### src/rtl/ptltl_pkg.sv
package ptltl_pkg;

    typedef enum logic [1:0] {
        FML_IMPL_ONCE = 2'd0,
        FML_ALWAYS    = 2'd1,
        FML_SINCE     = 2'd2,
        FML_IMPL_PREV = 2'd3
    } formula_e;

    typedef struct packed {
        logic a;
        logic b;
    } props_t;

    typedef struct packed {
        logic alw;    // A at every step so far
        logic once;   // B at some step so far
        logic prev;   // B at the last step
        logic since;  // B, then A continuously
    } hist_t;

    localparam hist_t HIST_INIT = '{alw: 1'b1, once: 1'b0, prev: 1'b0, since: 1'b0};

    // Parallel next-state of every history bit for one event.
    function automatic hist_t hist_step(hist_t s, props_t p);
        hist_t n;
        n.alw   = p.a & s.alw;
        n.once  = p.b | s.once;
        n.prev  = p.b;
        n.since = p.b | (p.a & s.since);
        return n;
    endfunction

endpackage

### src/rtl/ptltl_prop_map.sv
module ptltl_prop_map #(
    parameter int NUM_EVENTS = 4,
    parameter int A_EV       = 0,
    parameter int B_EV       = 1
) (
    input  logic [NUM_EVENTS-1:0] ev_id,
    output ptltl_pkg::props_t     props
);
    localparam logic [NUM_EVENTS-1:0] A_MASK = NUM_EVENTS'(1) << A_EV;
    localparam logic [NUM_EVENTS-1:0] B_MASK = NUM_EVENTS'(1) << B_EV;

    always_comb begin
        props.a = |(ev_id & A_MASK);
        props.b = |(ev_id & B_MASK);
    end
endmodule

### src/rtl/ptltl_hist.sv
module ptltl_hist
    import ptltl_pkg::*;
(
    input  logic   clk,
    input  logic   rst,
    input  logic   step,
    input  props_t props,
    output hist_t  hist_q,
    output hist_t  hist_n
);
    always_comb hist_n = hist_step(hist_q, props);

    always_ff @(posedge clk) begin
        if (rst)       hist_q <= HIST_INIT;
        else if (step) hist_q <= hist_n;
    end
endmodule

### src/rtl/ptltl_verdict.sv
module ptltl_verdict
    import ptltl_pkg::*;
#(
    parameter formula_e FORMULA = FML_IMPL_ONCE
) (
    input  logic clk,
    input  logic rst,
    input  logic step,
    input  logic a_now,
    input  logic alw_n,
    input  logic once_n,
    input  logic since_n,
    input  logic prev_q,
    output logic verdict,
    output logic viol,
    output logic vald
);
    logic v_step;

    // Bits that include the current event come from the next state;
    // "previously" reads the stored bit.
    generate
        if (FORMULA == FML_IMPL_ONCE) begin : g_once
            always_comb v_step = ~a_now | once_n;
        end else if (FORMULA == FML_ALWAYS) begin : g_alw
            always_comb v_step = alw_n;
        end else if (FORMULA == FML_SINCE) begin : g_since
            always_comb v_step = since_n;
        end else begin : g_prev
            always_comb v_step = ~a_now | prev_q;
        end
    endgenerate

    always_ff @(posedge clk) begin
        if (rst) begin
            verdict <= 1'b1;
            viol    <= 1'b0;
            vald    <= 1'b0;
        end else if (step) begin
            verdict <= v_step;
            viol    <= ~v_step;
            vald    <= v_step;
        end else begin
            viol    <= 1'b0;
            vald    <= 1'b0;
        end
    end
endmodule

### src/rtl/ptltl_monitor.sv
module ptltl_monitor
    import ptltl_pkg::*;
#(
    parameter int       NUM_EVENTS = 4,
    parameter int       A_EV       = 0,
    parameter int       B_EV       = 1,
    parameter formula_e FORMULA    = FML_IMPL_ONCE
) (
    input  logic                  clk,
    input  logic                  rst,
    input  logic                  ev_valid_i,
    input  logic [NUM_EVENTS-1:0] ev_id_i,
    output logic                  verdict_o,
    output logic                  violation_o,
    output logic                  validation_o
);
    props_t props;
    hist_t  hist_q;
    hist_t  hist_n;

    ptltl_prop_map #(
        .NUM_EVENTS(NUM_EVENTS),
        .A_EV      (A_EV),
        .B_EV      (B_EV)
    ) u_map (
        .ev_id(ev_id_i),
        .props(props)
    );

    ptltl_hist u_hist (
        .clk   (clk),
        .rst   (rst),
        .step  (ev_valid_i),
        .props (props),
        .hist_q(hist_q),
        .hist_n(hist_n)
    );

    ptltl_verdict #(
        .FORMULA(FORMULA)
    ) u_verdict (
        .clk    (clk),
        .rst    (rst),
        .step   (ev_valid_i),
        .a_now  (props.a),
        .alw_n  (hist_n.alw),
        .once_n (hist_n.once),
        .since_n(hist_n.since),
        .prev_q (hist_q.prev),
        .verdict(verdict_o),
        .viol   (violation_o),
        .vald   (validation_o)
    );
endmodule

### config.mk
export PLATFORM = sky130hd
export DESIGN_NAME = ptltl_monitor
export DESIGN_NICKNAME = d
export VERILOG_FILES = /design/src/rtl/ptltl_pkg.sv /design/src/rtl/ptltl_prop_map.sv /design/src/rtl/ptltl_hist.sv /design/src/rtl/ptltl_verdict.sv /design/src/rtl/ptltl_monitor.sv
export SDC_FILE = /design/constraint.sdc
export NUM_CORES = 1
export LEC_CHECK = 0
export ABC_AREA = 1
export BUFFER_PORTS_ARGS = -buffer_cell sky130_fd_sc_hd__buf_2
export CORE_AREA = 10 10 47 49
export DETAILED_ROUTE_END_ITERATION = 8
export DIE_AREA = 0 0 57 59
export GPL_TIMING_DRIVEN = 0
export PLACE_DENSITY_LB_ADDON = 0.15
export SYNTH_ARGS = -nofsm -noshare
export SYNTH_HDL_FRONTEND = slang
export SYNTH_SLANG_ARGS = --single-unit
### constraint.sdc
create_clock -name clk -period 0.8 [get_ports clk]
set_input_delay 0.08 -clock clk [delete_from_list [all_inputs] [get_ports clk]]
set_output_delay 0.08 -clock clk [all_outputs]
set_load 0.02 [all_outputs]
Yosys cells after proc, flatten, opt, wreduce, memory -nomap -nowiden
Index checks and enable logic that the tools add are counted.

word-level totals
  register bits = 4
  bits of input ports = 7
  output and inout port bits = 3

cells by class
  bitwise operators = 5
  reduce and logical (&&, ||, !) cells = 1

operators with widths
  operator          number
  $not A1 Y1        3
  $or A1 B1 Y1      2
  $reduce_or A2 Y1  1

Depth between registers and ports, before layout
  depth in word-level cells = 3
  mapped depth = 4
  mapped depth without buffers = 4

Cells and area by module
Synthesis repeated with hierarchy kept, for this count alone.

second synthesis, totals
  cells, all modules = 37
  area total of the unflattened synthesis = 301.5 sq um

by module, submodules not included
  module          instances  cells an instance  area each (sq um)  sequential area each (sq um)
  ptltl_hist      1          22                 177.7              80.1
  ptltl_verdict   1          13                 108.9              60.1
  ptltl_prop_map  1          2                  15.0               0.0

Least setup slack after synthesis
No wires, ideal clock.

  path type = reg2reg
  from = register u_verdict.verdict (netlist name)
  to = register u_verdict.verdict
  library setup time = 118 ps
  arrival = 582 ps
  data required time = 682 ps
  slack = 100 ps
  stages on the path, launching flop included = 3
  buffers on the path = 0
  period minus slack after synthesis = 700 ps
  cell sequence = dfxtp_1 -> nor3_1 -> nor2_1

RTL lines
  what                    line                 source
  end signal: assignment  ptltl_verdict.sv:40  verdict <= v_step;
  end: declaration        ptltl_verdict.sv:14  output logic verdict,

Worst setup path in the final report
  from = register u_verdict.viol
  to = output violation_o

RTL lines
  what                      line                 source
  start: declaration        ptltl_verdict.sv:15  output logic viol,
  start signal: assignment  ptltl_verdict.sv:41  viol <= ~v_step;
  end: declaration          ptltl_monitor.sv:14  output logic violation_o,

No word-level cell between the ends.

==> results.md <==
* Boundary Pins at 10
* Number of failing setup endpoints in the final timing report at 0
* Total grt overflow at 0
* First DRT Iteration DRCs at 5
* Non-filler cells in the finished layout at 40
* Length of the first detailed-routing pass in iterations at 4
* Number of slew-limit violations in the final report at 0
* Sinks on the clock net at 4
* Cells on Worst Hold Path at 2
* Full die area at 3363 um^2
* Largest cells by area after synthesis: sky130_fd_sc_hd__dfxtp_1 (63%), sky130_fd_sc_hd__nor2_2 (9.9%), sky130_fd_sc_hd__a21oi_1 (7.9%), sky130_fd_sc_hd__nand2_1 (5.9%), sky130_fd_sc_hd__nor2_1 (5.9%)
* Port Buffer Count at 7
* Netlist area before placement at 126.4 um^2
* Pin count of the biggest net entering global routing at 4
* Post-Synth XOR/XNOR Area at 0%
* Placed cell count at 37
* Layout fillers at 175
* Highest-delay cell along the critical path: sky130_fd_sc_hd__dfxtp_1
* Post-route minimum period at 0.7592 ns
* # DRC at 0
* Signed area change from the synthesized netlist to the final layout at 80.20%
* Max Fanout on Critical Path at 1
* Max Fclk at 1317 MHz
* Synthesized flop and latch total at 4
* Kind of launch point of the worst setup path: flop
* Class of the worst hold path: primary input to flop
* Die width at 57 um
* Portion of netlist area occupied by mux cells at 0%
* Critical register-to-register path startpoint: u_hist.hist_q[2]$_SDFFE_PP0P_
* Areal power density over the cells at 2259 nW/um^2
* Destination of the worst hold path: u_hist.hist_q[2]$_SDFFE_PP0P_
* All-layer global routing usage at 2.634%
* Share of synthesized area occupied by flip-flops and latches at 63.37%
* Terminus of the critical flop-to-flop path: u_verdict.verdict$_SDFFE_PP1P_
* Most instantiated flip-flop cell in the synthesis netlist: sky130_fd_sc_hd__dfxtp_1
* Most repeated cell in the gate-level netlist after synthesis: sky130_fd_sc_hd__dfxtp_1
* Total number of yosys warnings at 0
* Number of antenna violations at the first check in global routing at 0
* Global-route wire length before repair at 558 um
* Fin crit share at 94.89%
* Final hold slack at 0.03243 ns
* Post-synth top area share at 63.37%
* Share of synthesized cell area in full adder, half adder and majority cells at 0%
* Library cells used by synthesis at 7
* Number of setup buffers added after CTS at 0
* Ordered cell list for the critical path: buf_2
* Number of enable-type register cells in the synthesized netlist at 0
* Post-synth ARST share at 0%
* Cell type contributing the most total cell area after synthesis: sky130_fd_sc_hd__dfxtp_1
* Layout cell share with drive strength beyond 1 at 62.50%
* Crit path arrival time at 0.68 ns
* Maximum root-to-sink buffer count at 2
* Combinational family with the most area after synthesis: simple AND/OR/NAND/NOR gates
* Core region area at 1401 um^2
* HPWL after detailed placement at 271.2 um
* Mean area per synthesized cell at 9.027 um^2
* Launch instance of the worst min-delay path: rst
* Endpoint kind of the worst setup timing path: primary output
* Hold Fails Final Rpt at 0
* Cell family with most CP delay: flip-flops
* Relative slew margins at 89.59%
* CTS tree: done
* Status: finished, final reports clean
* Final instance area at 227.7 um^2
* Compound-Gate Fraction of Synth Area at 7.921%
* Worst reg2reg setup slack at 0.05 ns
* Static Leak at 0.09957 nW
* Routed wire length at 375 um
* Final setup skew at 0.002622 ns
* Number of hold-repair buffers added at the cts stage at 0
* Vias at 132
* Antenna cells at 0
* Simple-Gate Fraction of Synth Area at 25.74%
* Placement-stage cell area at 181.4 um^2
* Clock network latency to the later pin of the worst-skew pair at 0.23 ns
* H-tree depth reported by CTS at 1
* ANT nets after route at 0
* Worst EP required at 0.72 ns
* Depth of the worst register-to-register path at 4
* CP peak stage delay at 0.29 ns
* Post-CTS clock slew at the launch and capture registers of the worst setup and hold paths at 0.04 ns
* Vias in the first global route at 142
* Peak supply drop at 0.0006925 V
* Worst-Margin Slew at 0.1549 ns
* Row cnt at 14
* Fin Setup TNS at 0 ns
* Clock root buffer: sky130_fd_sc_hd__clkbuf_4
* Final core utilization at 16.25%
* Ratio of routed vias to standard cells at 3.300
* Nets@finish at 33
* Initial cell density of the core at 9.018%
* Vertical extent of the die at 59 um
* Number of instances in the synthesized netlist at 14
* Num CTS Buffers at 3
* Routed wire per std cell at 9.375 um
* Commonest cells post-synth: sky130_fd_sc_hd__dfxtp_1 (4), sky130_fd_sc_hd__a21oi_1 (2), sky130_fd_sc_hd__nand2_1 (2), sky130_fd_sc_hd__nor2_1 (2), sky130_fd_sc_hd__nor2_2 (2)
* Buffers plus inverters on the worst setup path at 1
* Net count after synthesis at 21
* Setup CP Type: flop to primary output
* Weighted congestion at the end of routability-driven global placement at 0.6120
* Number of max-capacitance violations reported at 0
metrics by stage:
step	power [mW]	setup WS (ns)
floorplan	0.2386	0.1001
global placement	0.2597	0.05885
detailed placement	0.2607	0.05210
CTS	0.5138	0.003037
global route	0.5629	-0.002125
finish	0.5144	0.04084
kinds of logic (layout without fill, tap and decap cells):
logic type / after synthesis / count (layout)
simple gates: 7 / 7
buf+inv: 1 / 11
flops: 4 / 4
compound gates: 2 / 2
final cells by class:
class	count	area [um^2]	share of cell area (%)
multi-input cells	9	55.05	24.18
well taps	16	20.02	8.791
flip-flops and latches	4	82.58	36.26
repair buffers	7	43.79	19.23
inverters	1	3.754	1.648
clock buffers	3	22.52	9.890
worst max-delay path by stage:
| stage | slack, ns | endpoint | cells after the start | start |
|---|---|---|---|---|
| 3_3_place_gp | 0.06 | u_verdict.verdict$_SDFFE_PP1P_ | 4 | u_hist.hist_q[2]$_SDFFE_PP0P_ |
| 3_5_place_dp | 0.05 | u_verdict.verdict$_SDFFE_PP1P_ | 4 | u_hist.hist_q[2]$_SDFFE_PP0P_ |
| 5_1_grt | -0.002 | verdict_o | 1 | u_verdict.verdict$_SDFFE_PP1P_ |
| 6_report | 0.04 | violation_o | 1 | u_verdict.viol$_SDFF_PP0_ |
| 4_1_cts | 0.003 | verdict_o | 1 | u_verdict.verdict$_SDFFE_PP1P_ |
| 2_1_floorplan | 0.10 | u_verdict.verdict$_SDFFE_PP1P_ | 2 | u_verdict.verdict$_SDFFE_PP1P_ |
power breakdown:
group | total [mW] | switching, mW | internal [mW]
Clock | 0.242 | 0.0748 | 0.167
Sequential | 0.218 | 0.00642 | 0.211
Combinational | 0.0545 | 0.0303 | 0.0243
Total | 0.514 | 0.111 | 0.403
cells in the final DEF (no fill, tap or decap):
cell	n
sky130_fd_sc_hd__buf_4	1
sky130_fd_sc_hd__nand2_2	1
sky130_fd_sc_hd__nand2_1	1
sky130_fd_sc_hd__nor3_1	1
sky130_fd_sc_hd__nor2_4	2
sky130_fd_sc_hd__nor2_1	2
sky130_fd_sc_hd__buf_6	1
sky130_fd_sc_hd__dfxtp_2	2
sky130_fd_sc_hd__inv_1	1
sky130_fd_sc_hd__clkbuf_4	3
sky130_fd_sc_hd__a21oi_1	2
sky130_fd_sc_hd__dfxtp_1	2
sky130_fd_sc_hd__buf_2	5
sequential cells by signal (all words and copies together), names as in the netlist:
register,count
u_hist.hist_q,1
u_verdict.viol,1
u_verdict.vald,1
u_verdict.verdict,1
per-layer routing:
metal	GRT usage, %	part of all wire (%)	vias up
met3	5.579	24	0
li1	-	-	65
met5	0	0	-
met4	1.007	0	0
met1	2.488	51	56
met2	1.705	25	11
timing repair:
action                                  in CTS  in global routing
cloned                                       0                  0
endpoints found under the setup margin       1                  3
pin swaps                                    0                  3
resized for setup                            1                  7
(Power assumes the default switching activity.)
